**config.mk**
```make
export PLATFORM = sky130hd
export DESIGN_NAME = flash_rd_ctrl
export DESIGN_NICKNAME = d
export VERILOG_FILES = /design/src/rtl/flash_rd_pkg.sv /design/src/rtl/flash_rd_timer.sv /design/src/rtl/flash_rd_page_step.sv /design/src/rtl/flash_rd_ctrl.sv
export SDC_FILE = /design/constraint.sdc
export NUM_CORES = 1
export LEC_CHECK = 0
export ABC_AREA = 0
export ABC_CLOCK_PERIOD_IN_PS = 2900
export CAP_MARGIN = 20
export CORE_MARGIN = 3
export CORE_UTILIZATION = 60
export CTS_BUF_LIST = sky130_fd_sc_hd__clkbuf_8
export CTS_CLUSTER_SIZE = 12
export DETAILED_ROUTE_END_ITERATION = 12
export DONT_BUFFER_PORTS = 1
export PLACE_DENSITY = 0.76
export SKIP_LAST_GASP = 1
export SLEW_MARGIN = 10
export SYNTH_ARGS = -nofsm -noshare
export SYNTH_HDL_FRONTEND = slang
export SYNTH_SLANG_ARGS = --single-unit
```
**constraint.sdc**
```tcl
create_clock -name clk -period 2.9 [get_ports clk]
set_input_delay 0.145 -clock clk [delete_from_list [all_inputs] [get_ports clk]]
set_output_delay 0.145 -clock clk [all_outputs]
set_load 0.01 [all_outputs]
```
**src/rtl/flash_rd_pkg.sv**
```systemverilog
`timescale 1ns/1ps
package flash_rd_pkg;

    typedef enum logic [1:0] {
        ST_IDLE  = 2'd0,
        ST_WAIT  = 2'd1,
        ST_RECOV = 2'd2
    } rd_state_e;

    // Round a time limit up to whole clock cycles, then add one margin cycle.
    function automatic int unsigned ns_to_cyc(input int unsigned t_ns,
                                              input int unsigned clk_ns);
        return (t_ns + clk_ns - 1) / clk_ns + 1;
    endfunction

    function automatic int unsigned max2(input int unsigned a,
                                         input int unsigned b);
        return (a > b) ? a : b;
    endfunction

endpackage

```
**src/rtl/flash_rd_timer.sv**
```systemverilog
`timescale 1ns/1ps
module flash_rd_timer #(
    parameter int unsigned CNT_W = 4
) (
    input  logic             clk,
    input  logic             rst_n,
    input  logic             load,
    input  logic [CNT_W-1:0] load_val,
    output logic             expired
);

    logic [CNT_W-1:0] cnt_d, cnt_q;

    always_comb begin
        cnt_d = cnt_q;
        if (load) begin
            cnt_d = load_val;
        end else if (cnt_q != '0) begin
            cnt_d = cnt_q - 1'b1;
        end
    end

    always_ff @(posedge clk) begin
        if (!rst_n) begin
            cnt_q <= '0;
        end else begin
            cnt_q <= cnt_d;
        end
    end

    assign expired = (cnt_q == '0);

endmodule

```
**src/rtl/flash_rd_page_step.sv**
```systemverilog
`timescale 1ns/1ps
module flash_rd_page_step #(
    parameter int unsigned ADDR_W    = 22,
    parameter int unsigned PAGE_BITS = 3
) (
    input  logic [ADDR_W-1:0] cur_addr,
    output logic [ADDR_W-1:0] nxt_addr,
    output logic              crossing
);

    assign nxt_addr = cur_addr + 1'b1;

    generate
        if (PAGE_BITS == 0) begin : g_no_page
            assign crossing = 1'b1;
        end else begin : g_page
            assign crossing = (nxt_addr[PAGE_BITS-1:0] == '0);
        end
    endgenerate

endmodule

```
**src/rtl/flash_rd_ctrl.sv**
```systemverilog
`timescale 1ns/1ps
module flash_rd_ctrl
    import flash_rd_pkg::*;
#(
    parameter int unsigned ADDR_W    = 22,
    parameter int unsigned DATA_W    = 16,
    parameter int unsigned LEN_W     = 4,
    parameter int unsigned PAGE_BITS = 3,
    parameter int unsigned CLK_NS    = 8,
    parameter int unsigned T_ACC_NS  = 90,
    parameter int unsigned T_CE_NS   = 90,
    parameter int unsigned T_OE_NS   = 20,
    parameter int unsigned T_PAGE_NS = 35,
    parameter int unsigned T_HIZ_NS  = 20
) (
    input  logic              clk,
    input  logic              rst_n,
    input  logic              req_valid,
    output logic              req_ready,
    input  logic [ADDR_W-1:0] req_addr,
    input  logic [LEN_W-1:0]  req_len,
    output logic              rd_valid,
    output logic [DATA_W-1:0] rd_data,
    output logic              rd_last,
    output logic [ADDR_W-1:0] fl_addr,
    output logic              fl_ce_n,
    output logic              fl_oe_n,
    input  logic [DATA_W-1:0] fl_dq
);

    localparam int unsigned ACC_CYC   = ns_to_cyc(T_ACC_NS, CLK_NS);
    localparam int unsigned CE_CYC    = ns_to_cyc(T_CE_NS, CLK_NS);
    localparam int unsigned OE_CYC    = ns_to_cyc(T_OE_NS, CLK_NS);
    localparam int unsigned PAGE_CYC  = ns_to_cyc(T_PAGE_NS, CLK_NS);
    localparam int unsigned HIZ_CYC   = ns_to_cyc(T_HIZ_NS, CLK_NS);
    localparam int unsigned FIRST_CYC = max2(max2(ACC_CYC, CE_CYC), OE_CYC);
    localparam int unsigned MAX_CYC   = max2(max2(FIRST_CYC, PAGE_CYC), HIZ_CYC);
    localparam int unsigned TMR_W     = $clog2(MAX_CYC) + 1;

    localparam logic [TMR_W-1:0] LD_FIRST = TMR_W'(FIRST_CYC - 1);
    localparam logic [TMR_W-1:0] LD_ACC   = TMR_W'(ACC_CYC - 1);
    localparam logic [TMR_W-1:0] LD_PAGE  = TMR_W'(PAGE_CYC - 1);
    localparam logic [TMR_W-1:0] LD_HIZ   = TMR_W'(HIZ_CYC - 1);

    typedef struct packed {
        rd_state_e         state;
        logic [ADDR_W-1:0] addr;
        logic [LEN_W-1:0]  remain;
        logic              ce_n;
        logic              oe_n;
        logic              vld;
        logic              last;
        logic [DATA_W-1:0] data;
    } regs_t;

    regs_t             d, q;
    logic              tmr_load;
    logic [TMR_W-1:0]  tmr_val;
    logic              tmr_done;
    logic [ADDR_W-1:0] step_addr;
    logic              step_cross;

    flash_rd_timer #(
        .CNT_W (TMR_W)
    ) timer_i (
        .clk      (clk),
        .rst_n    (rst_n),
        .load     (tmr_load),
        .load_val (tmr_val),
        .expired  (tmr_done)
    );

    flash_rd_page_step #(
        .ADDR_W    (ADDR_W),
        .PAGE_BITS (PAGE_BITS)
    ) step_i (
        .cur_addr (q.addr),
        .nxt_addr (step_addr),
        .crossing (step_cross)
    );

    always_comb begin
        d        = q;
        d.vld    = 1'b0;
        d.last   = 1'b0;
        tmr_load = 1'b0;
        tmr_val  = '0;
        unique case (q.state)
            ST_IDLE: begin
                if (req_valid) begin
                    d.state  = ST_WAIT;
                    d.addr   = req_addr;
                    d.remain = req_len;
                    d.ce_n   = 1'b0;
                    d.oe_n   = 1'b0;
                    tmr_load = 1'b1;
                    tmr_val  = LD_FIRST;
                end
            end
            ST_WAIT: begin
                if (tmr_done) begin
                    d.vld  = 1'b1;
                    d.data = fl_dq;
                    if (q.remain == '0) begin
                        d.last   = 1'b1;
                        d.ce_n   = 1'b1;
                        d.oe_n   = 1'b1;
                        d.state  = ST_RECOV;
                        tmr_load = 1'b1;
                        tmr_val  = LD_HIZ;
                    end else begin
                        d.remain = q.remain - 1'b1;
                        d.addr   = step_addr;
                        tmr_load = 1'b1;
                        tmr_val  = step_cross ? LD_ACC : LD_PAGE;
                    end
                end
            end
            ST_RECOV: begin
                if (tmr_done) begin
                    d.state = ST_IDLE;
                end
            end
            default: begin
                d.state = ST_IDLE;
                d.ce_n  = 1'b1;
                d.oe_n  = 1'b1;
            end
        endcase
    end

    always_ff @(posedge clk) begin
        if (!rst_n) begin
            q.state  <= ST_IDLE;
            q.addr   <= '0;
            q.remain <= '0;
            q.ce_n   <= 1'b1;
            q.oe_n   <= 1'b1;
            q.vld    <= 1'b0;
            q.last   <= 1'b0;
            q.data   <= '0;
        end else begin
            q <= d;
        end
    end

    assign req_ready = (q.state == ST_IDLE);
    assign rd_valid  = q.vld;
    assign rd_last   = q.last;
    assign rd_data   = q.data;
    assign fl_addr   = q.addr;
    assign fl_ce_n   = q.ce_n;
    assign fl_oe_n   = q.oe_n;

endmodule

```
==> impl_metrics.env, run 1 <==
export IMPL_grt_pass1_wl_um=13800
export IMPL_cts_buffers=5
export IMPL_post_cts_buffers=0
export IMPL_powerDensity_nw_per_um2=838
export IMPL_rsz0062_at_grt="no"
export IMPL_r2r_slack_ns=0.44
export IMPL_cts_resized=0
export IMPL_cp_required_ns=3.10
export IMPL_num_vias=2920
export IMPL_cts_root_buf="clkbuf_8"
export IMPL_start_util_pct=63.7
export IMPL_async_reset_ff_share_pct=0
export IMPL_path_clk_slew_ns=0.10
export IMPL_route_final_wire_length_um=8410
export IMPL_drtPass1Iterations=6
export IMPL_nNetsFinal=421
export IMPL_coreArea_um2=4850
export IMPL_cp_startpoint="timer_i.cnt_q[0]"
export IMPL_avgViaCountPerCell=6.65
export IMPL_critical_path_top_delay_family="compound AO/OA/AOI/OAI gates"
export IMPL_clock_sinks=52
export IMPL_most_common_layout_cells="56 x nand2_1, 52 x dfxtp_1, 34 x a21oi_1"
export IMPL_slew_headroom_pct=47.6
export IMPL_drv_slew=0
export IMPL_power_leakage_nw=1.11
export IMPL_cp_cell_sequence="inv_1 -> ha_1 -> or4b_1 -> a221oi_4 -> buf_4 -> a21boi_0 -> o22ai_1"
export IMPL_setup_viol=0
export IMPL_n_antenna_cell=0
export IMPL_min_path_type="input pin to flip-flop"
export IMPL_status="completed"
export IMPL_die_w_um=77.7
export IMPL_cp_depth=7
export IMPL_io_buffers=0
export IMPL_r2r_start="timer_i.cnt_q[0]"
export IMPL_syn_nets=444
export IMPL_clock_latency_ns=0.31
export IMPL_final_common_cell="nand2_1"
export IMPL_post_drt_wl_per_cell_um=19.2
export IMPL_cp_start_kind="flip-flop"
export IMPL_crit_path_end="fl_addr[8]"
export IMPL_synth_cells=394
export IMPL_ys_warn_count=0
export IMPL_tightest_slew_ns=0.784
export IMPL_crit_fanout=14
export IMPL_die_h_um=77.7
export IMPL_clock_path_buffers=2
export IMPL_ys_seq_elements=52
export IMPL_synth_edff_count=0
export IMPL_wl_met2_um=3880
export IMPL_synth_ff_type="dfxtp_1"
export IMPL_period_needed_ns=2.46
export IMPL_hold_viol_final=0
export IMPL_gp_routability_congestion=0.970
export IMPL_antenna_found_initial=0
export IMPL_ys_seq_area_share_pct=33.7
export IMPL_dr_first_iter_drc_count=311
export IMPL_setup_tns_ns=0
export IMPL_grt_ovfl_total=0
export IMPL_htree_num_levels=2
export IMPL_die_area_um2=6040
export IMPL_crit_path_top_delay_cell="a221oi_4"
export IMPL_met1_length_um=3460
export IMPL_area_delta_synth_final_pct=2.63
export IMPL_cp_slowest_stage_delay_ns=0.57
export IMPL_fp_row_count=25
export IMPL_crit_buf_inv=2
export IMPL_ys_types=60
export IMPL_vdd_drop_max_v=0.000464
export IMPL_drive_above_1_share_pct=8.33
export IMPL_grt_max_degree=27
export IMPL_dp_hpwl_um=5640
export IMPL_postLayoutCellArea_um2=3170
export IMPL_drc=0
export IMPL_arrival_ns=2.66
export IMPL_avgSynthCellArea_um2=7.84
export IMPL_end_kind="flip-flop"
export IMPL_final_antenna_net_count=0
export IMPL_reg2regPathDepth=7
export IMPL_grt_total_usage_pct=28.1
export IMPL_netlist_area_um2=3090
export IMPL_top_layer_used="met4"
export IMPL_cts_tree="done"
export IMPL_max_cap_violations=0
export IMPL_dr_wl_met3_um=971
export IMPL_grt_pass1_vias=2783
export IMPL_crit_type="flip-flop to flip-flop"
export IMPL_ioPinCount=88
export IMPL_finClkSkew_ns=0.00472
export IMPL_worst_r2r_endpoint="fl_addr[8]"
export IMPL_fmax_mhz=406
export IMPL_holdWs_ns=0.00494
export IMPL_post_route_period_util_pct=84.9
export IMPL_placed_area_um2=2880
-- cell type report --
type | instances | area, um2
repair buffers | 34 | 305
clock inverters | 3 | 20.0
inverters | 7 | 26.3
fillers | 417 | 1680
clock buffers | 5 | 68.8
multi-input cells | 271 | 1620
flip-flops and latches | 52 | 1040
well taps | 67 | 83.8
-- registers in the layout (all words and copies together), names as in the netlist --
| signal | count |
|---|---|
| rd_last | 1 |
| rd_data | 16 |
| rd_valid | 1 |
| fl_addr | 22 |
| fl_oe_n | 1 |
| timer_i.cnt_q | 5 |
| q | 6 |
-- layer usage --
| metal | track usage [%] | up-vias |
|---|---|---|
| met1 | 37.8 | 1367 |
| met3 | 7.54 | 14 |
| met2 | 44.2 | 181 |
| met5 | 0 | - |
| met4 | 8.01 | 0 |
| li1 | - | 1358 |
-- where the power goes --
part           total (mW)  switching, mW  internal (mW)
registers            1.18          0.296          0.880
logic                1.05          0.632          0.421
clock network       0.428          0.259          0.169
total                2.66           1.19           1.47
-- how the worst min path moves through the flow --
stage,start,endpoint,slack [ns],cells past startpoint
floorplan,req_addr[6],fl_addr[6],0.28,2
global placement,rst_n,fl_oe_n,0.24,1
detailed placement,rst_n,fl_oe_n,0.23,1
CTS,rst_n,fl_addr[7],0.006,1
global route,rst_n,fl_addr[7],0.003,1
finish,rst_n,fl_addr[7],0.005,1
-- metrics by stage --
stage	cells	worst slack [ns]	power (mW)	util, %
6_report	439	0.439	2.66	65.4
3_3_place_gp	411	0.575	2.15	59.4
5_1_grt	439	0.248	2.83	65.4
4_1_cts	439	0.483	2.63	65.4
3_5_place_dp	411	0.497	2.18	59.4
2_1_floorplan	394	0.823	2.04	-
-- cell usage after synthesis (3+ instances only) --
| master | n | area, um2 |
|---|---|---|
| nand2_1 | 56 | 210 |
| dfxtp_1 | 52 | 1040 |
| buf_4 | 40 | 300 |
| a21oi_1 | 34 | 170 |
| nor2_1 | 19 | 71.3 |
| clkbuf_1 | 18 | 67.6 |
| o21ai_0 | 16 | 80.1 |
| nor3_1 | 11 | 55.1 |
| a31oi_1 | 10 | 62.6 |
| nand3_1 | 10 | 50.1 |
| nand4_1 | 10 | 62.6 |
| nor4_1 | 9 | 56.3 |
| and2_1 | 8 | 50.1 |
| inv_1 | 6 | 22.5 |
| o22ai_1 | 6 | 37.5 |
| a21o_1 | 5 | 37.5 |
| ha_1 | 5 | 62.6 |
| a32o_1 | 4 | 40.0 |
| and3_1 | 4 | 25.0 |
| buf_2 | 4 | 20.0 |
| and4_1 | 3 | 26.3 |
| nand2b_1 | 3 | 18.8 |
| o21ai_1 | 3 | 15.0 |
| o41ai_1 | 3 | 26.3 |
| or2_2 | 3 | 18.8 |
| xor2_1 | 3 | 26.3 |
-- timing repair --
item / 4_1_cts / 5_1_grt
endpoints found under the setup margin: 0 / 0
hold buffers: 20 / 0
hold endpoints to repair: 35 / 0
-- logic make-up (layout without fill, tap and decap cells) --
group / after synthesis / count (layout) / synth area share (%)
muxes: 1 / 1 / 0.324
buffers and inverters: 71 / 49 / 13.9
adders and majority gates: 5 / 5 / 2.03
DFF: 52 / 52 / 33.7
AOI/OAI and AO/OA: 115 / 115 / 25.4
xor gates and xnor gates: 3 / 3 / 0.851
and+or+nand+nor: 147 / 147 / 23.7
Note: power is estimated with default switching activity, not from simulation.
==> run 2: changes to the inputs <==
Settings changed: ABC_CLOCK_PERIOD_IN_PS 2900 to 2500.
Clock period 2.9 ns to 2.5 ns, I/O delays scaled along.
==> impl_metrics.env, run 2 (synthesis gave the netlist of run 1 again) <==
export IMPL_htree_num_levels=2
export IMPL_pwr_share_comb_pct=40.1
export IMPL_rsz0062_at_grt="no"
export IMPL_grt_total_usage_pct=26.9
export IMPL_drtPass1Iterations=5
export IMPL_vdd_drop_max_v=0.000490
export IMPL_drive_above_1_share_pct=9.57
export IMPL_grt_max_degree=27
export IMPL_grt_pass1_wl_um=13300
export IMPL_dp_hpwl_um=5500
export IMPL_cts_tree="done"
export IMPL_post_layout_nonfiller_instances=443
export IMPL_multi_input_area_um2=1630
export IMPL_clock_sinks=52
export IMPL_crit_path_top_delay_cell="or4b_1"
export IMPL_nNetsFinal=425
export IMPL_seqPwrFrac_pct=44.0
export IMPL_hold_viol_final=0
export IMPL_period_needed_ns=2.28
export IMPL_die_h_um=77.7
export IMPL_cts_buffers=5
export IMPL_fin_util_pct=66.0
export IMPL_placed_area_um2=2910
export IMPL_die_area_um2=6040
export IMPL_ioPinCount=88
export IMPL_clock_latency_ns=0.31
export IMPL_post_cts_buffers=0
export IMPL_dp_cells=415
export IMPL_num_vias=2843
export IMPL_cp_cell_sequence="inv_1 -> ha_1 -> or4b_1 -> a221oi_4 -> buf_4 -> o21ai_2 -> a221oi_2"
export IMPL_n_antenna_cell=0
export IMPL_switchingPower_mw=1.35
export IMPL_final_antenna_net_count=0
export IMPL_powerDensity_nw_per_um2=959
export IMPL_switching_share_pct=44.0
export IMPL_fillers=410
export IMPL_cp_required_ns=2.71
export IMPL_path_clk_slew_ns=0.10
export IMPL_setup_tns_ns=0
export IMPL_power_leakage_nw=1.12
export IMPL_setup_viol=0
export IMPL_start_util_pct=63.7
export IMPL_end_kind="flip-flop"
export IMPL_crit_type="flip-flop to flip-flop"
export IMPL_power_mw=3.07
export IMPL_cp_slowest_stage_delay_ns=0.52
export IMPL_min_path_type="input pin to flip-flop"
export IMPL_die_w_um=77.7
export IMPL_cts_root_buf="clkbuf_8"
export IMPL_postLayoutCellArea_um2=3200
export IMPL_post_drt_wl_per_cell_um=18.0
export IMPL_max_cap_violations=0
export IMPL_grt_pass1_vias=2703
export IMPL_post_route_period_util_pct=91.4
export IMPL_antenna_found_initial=0
export IMPL_p_int_mw=1.72
export IMPL_area_delta_synth_final_pct=3.69
export IMPL_status="completed"
export IMPL_avgViaCountPerCell=6.42
export IMPL_clock_path_buffers=2
export IMPL_finClkSkew_ns=0.00983
export IMPL_most_common_layout_cells="56 x nand2_1, 52 x dfxtp_1, 34 x a21oi_1"
export IMPL_crit_fanout=15
export IMPL_pwr_share_clk_pct=15.9
export IMPL_dr_first_iter_drc_count=267
export IMPL_coreArea_um2=4850
export IMPL_holdWs_ns=0.0110
export IMPL_io_buffers=0
export IMPL_tightest_slew_ns=0.763
export IMPL_largest_reg_flops=22
export IMPL_drc=0
export IMPL_regArea_um2=1040
export IMPL_grt_ovfl_total=0
export IMPL_arrival_ns=2.50
export IMPL_dp_slack_ns=0.201
export IMPL_fp_row_count=25
export IMPL_setup_slack_ns=0.215
export IMPL_cp_start_kind="flip-flop"
export IMPL_fmax_mhz=438
export IMPL_route_final_wire_length_um=7980
export IMPL_gp_routability_congestion=0.953
export IMPL_slew_headroom_pct=49.0
export IMPL_final_common_cell="nand2_1"
export IMPL_drv_slew=0
[run 2: area by class of cell]
| class | count | share of cell area [%] |
|---|---|---|
| Inverter | 7 | 0.821 |
| Tap cell | 67 | 2.62 |
| Clock buffer | 5 | 2.15 |
| Timing Repair Buffer | 38 | 10.5 |
| Multi-Input combinational cell | 271 | 50.8 |
| Clock inverter | 3 | 0.625 |
| Sequential cell | 52 | 32.5 |
[run 2: metal layers]
| metal | global-route usage (%) | up-vias | wire length (um) |
|---|---|---|---|
| li1 | - | 1366 | - |
| met1 | 37.0 | 1330 | 3590 |
| met2 | 40.0 | 140 | 3600 |
| met3 | 9.16 | 7 | 725 |
| met4 | 7.12 | 0 | 67 |
| met5 | 0 | - | 0 |
[run 2: power groups by stage]
stage	sequential, mW	clock [mW]	combinational [mW]
4_1_cts	1.35	0.498	1.21
2_1_floorplan	1.20	0	1.16
3_3_place_gp	1.36	0	1.15
6_report	1.35	0.487	1.23
3_5_place_dp	1.37	0	1.18
5_1_grt	1.39	0.525	1.38
[run 2: critical path, delay by kind of cell, from the launching register on]
family,cells,cell delay (ns)
fa+ha+maj,1,0.21
buf+inv,2,0.36
flops,1,0.35
simple gates,1,0.52
compound gates,3,0.75
[run 2: repair_timing]
action	CTS	global route
gates resized for setup	0	1
hold buffers	20	0
endpoints found under the hold margin	36	0
setup endpoints to repair	0	1
[run 2: final timing paths]
check,startpoint,to,slack [ns],cells past startpoint
min,rst_n,timer_i.cnt_q[4],0.01,1
max,timer_i.cnt_q[0],timer_i.cnt_q[3],0.22,7
max reg2reg,timer_i.cnt_q[0],timer_i.cnt_q[3],0.22,7
min reg2reg,rd_data[14],rd_data[14],0.51,2
==> run 3: changes to the inputs <==
Settings changed: CORE_ASPECT_RATIO from default to 1.4.
==> impl_metrics.env, run 3 (synthesis gave the netlist of run 1 again) <==
export IMPL_min_path_type="input pin to flip-flop"
export IMPL_r2r_start="timer_i.cnt_q[0]"
export IMPL_route_final_wire_length_um=8210
export IMPL_fp_row_count=30
export IMPL_dr_first_iter_drc_count=165
export IMPL_vdd_drop_max_v=0.000464
export IMPL_finClkSkew_ns=0.00994
export IMPL_die_h_um=90.9
export IMPL_grt_ovfl_total=0
export IMPL_rsz0062_at_grt="no"
export IMPL_start_util_pct=62.8
export IMPL_tightest_slew_ns=0.851
export IMPL_post_route_period_util_pct=91.7
export IMPL_gp_routability_congestion=0.936
export IMPL_ioPinCount=88
export IMPL_final_common_cell="nand2_1"
export IMPL_drc=0
export IMPL_die_area_um2=6060
export IMPL_antenna_found_initial=0
export IMPL_reg2regPathDepth=7
export IMPL_avgViaCountPerCell=6.44
export IMPL_final_antenna_net_count=0
export IMPL_setup_viol=0
export IMPL_cts_buffers=5
export IMPL_post_cts_buffers=0
export IMPL_hold_viol_final=0
export IMPL_cp_startpoint="timer_i.cnt_q[0]"
export IMPL_clock_sinks=52
export IMPL_end_kind="flip-flop"
export IMPL_cts_resized=0
export IMPL_period_needed_ns=2.29
export IMPL_grt_pass1_vias=2796
export IMPL_arrival_ns=2.51
export IMPL_n_antenna_cell=0
export IMPL_status="completed"
export IMPL_path_clk_slew_ns=0.10
export IMPL_postLayoutCellArea_um2=3230
export IMPL_max_cap_violations=0
export IMPL_r2r_slack_ns=0.21
export IMPL_cts_hold_buf=20
export IMPL_cp_start_kind="flip-flop"
export IMPL_powerDensity_nw_per_um2=990
export IMPL_fin_util_pct=65.7
export IMPL_holdWs_ns=0.0181
export IMPL_io_buffers=0
export IMPL_setup_tns_ns=0
export IMPL_num_vias=2838
export IMPL_drtPass1Iterations=5
export IMPL_power_leakage_nw=1.14
export IMPL_slew_headroom_pct=43.3
export IMPL_fmax_mhz=436
export IMPL_fillers=426
export IMPL_placed_area_um2=2920
export IMPL_area_delta_synth_final_pct=4.66
export IMPL_power_mw=3.20
export IMPL_dp_hpwl_um=5740
export IMPL_clock_path_buffers=2
export IMPL_most_common_layout_cells="56 x nand2_1, 52 x dfxtp_1, 34 x a21oi_1"
export IMPL_cts_tree="done"
export IMPL_cts_root_buf="clkbuf_8"
export IMPL_cp_required_ns=2.72
export IMPL_grt_max_degree=27
export IMPL_drv_slew=0
export IMPL_largest_reg_flops=22
export IMPL_coreArea_um2=4920
export IMPL_crit_path_end="timer_i.cnt_q[3]"
export IMPL_worst_r2r_endpoint="timer_i.cnt_q[3]"
export IMPL_post_drt_wl_per_cell_um=18.6
export IMPL_crit_fanout=11
export IMPL_die_w_um=66.6
export IMPL_drive_above_1_share_pct=10.1
export IMPL_crit_type="flip-flop to flip-flop"
export IMPL_htree_num_levels=2
export IMPL_grt_total_usage_pct=27.6
export IMPL_clock_latency_ns=0.31
export IMPL_nNetsFinal=426
export IMPL_grt_pass1_wl_um=13300
[run 3: cell count changes in the layout (fill, tap and decap cells not counted)]
cell and delta:
buf_4 +1, clkinv_4 -1, inv_1 -1, inv_6 +1, bufinv_16 +1
[run 3: metal layers]
metal / part of all wire [%] / global-route usage (%) / up-vias
met5: 0 / 0 / -
met4: 3.0 / 13.1 / 0
met3: 7.5 / 5.48 / 25
met2: 52 / 47.4 / 126
met1: 37 / 31.7 / 1322
li1: - / - / 1365
[run 3: critical path, cell delays in order, from the launching register on]
cell and delay [ns]:
dfxtp_1 0.36, inv_1 0.07, ha_1 0.21, or4b_1 0.52
a221oi_4 0.51, buf_4 0.23, o21ai_2 0.07, a221oi_2 0.24
[run 3: worst min path at each step]
stage	end	cells past startpoint	startpoint
after floorplan	fl_addr[6]	2	req_addr[6]
final	fl_addr[13]	2	req_addr[13]
after CTS	fl_addr[13]	2	req_addr[13]
after detailed placement	fl_oe_n	1	rst_n
after global placement	fl_oe_n	1	rst_n
after global routing	q[23]	2	req_len[3]
[run 3: per-stage QoR]
stage | instances | setup WS [ns]
after detailed placement | 413 | 0.236
after global routing | 441 | 0.0390
final | 441 | 0.207
after floorplan | 394 | 0.423
after CTS | 441 | 0.219
after global placement | 413 | 0.308
[run 3: report_power, final]
part | internal (mW) | total [mW] | switching (mW)
clock | 0.302 | 0.610 | 0.307
sequential | 1.02 | 1.34 | 0.323
combinational | 0.518 | 1.25 | 0.729
[run 3: area by class of cell]
class | instances | area [um2] | area share (%)
Multi-Input combinational cell | 271 | 1630 | 50.3
Sequential cell | 52 | 1040 | 32.2
Timing Repair Buffer | 39 | 343 | 10.6
Tap cell | 64 | 80.1 | 2.48
Clock buffer | 5 | 68.8 | 2.13
Clock inverter | 3 | 46.3 | 1.43
Inverter | 7 | 26.3 | 0.813
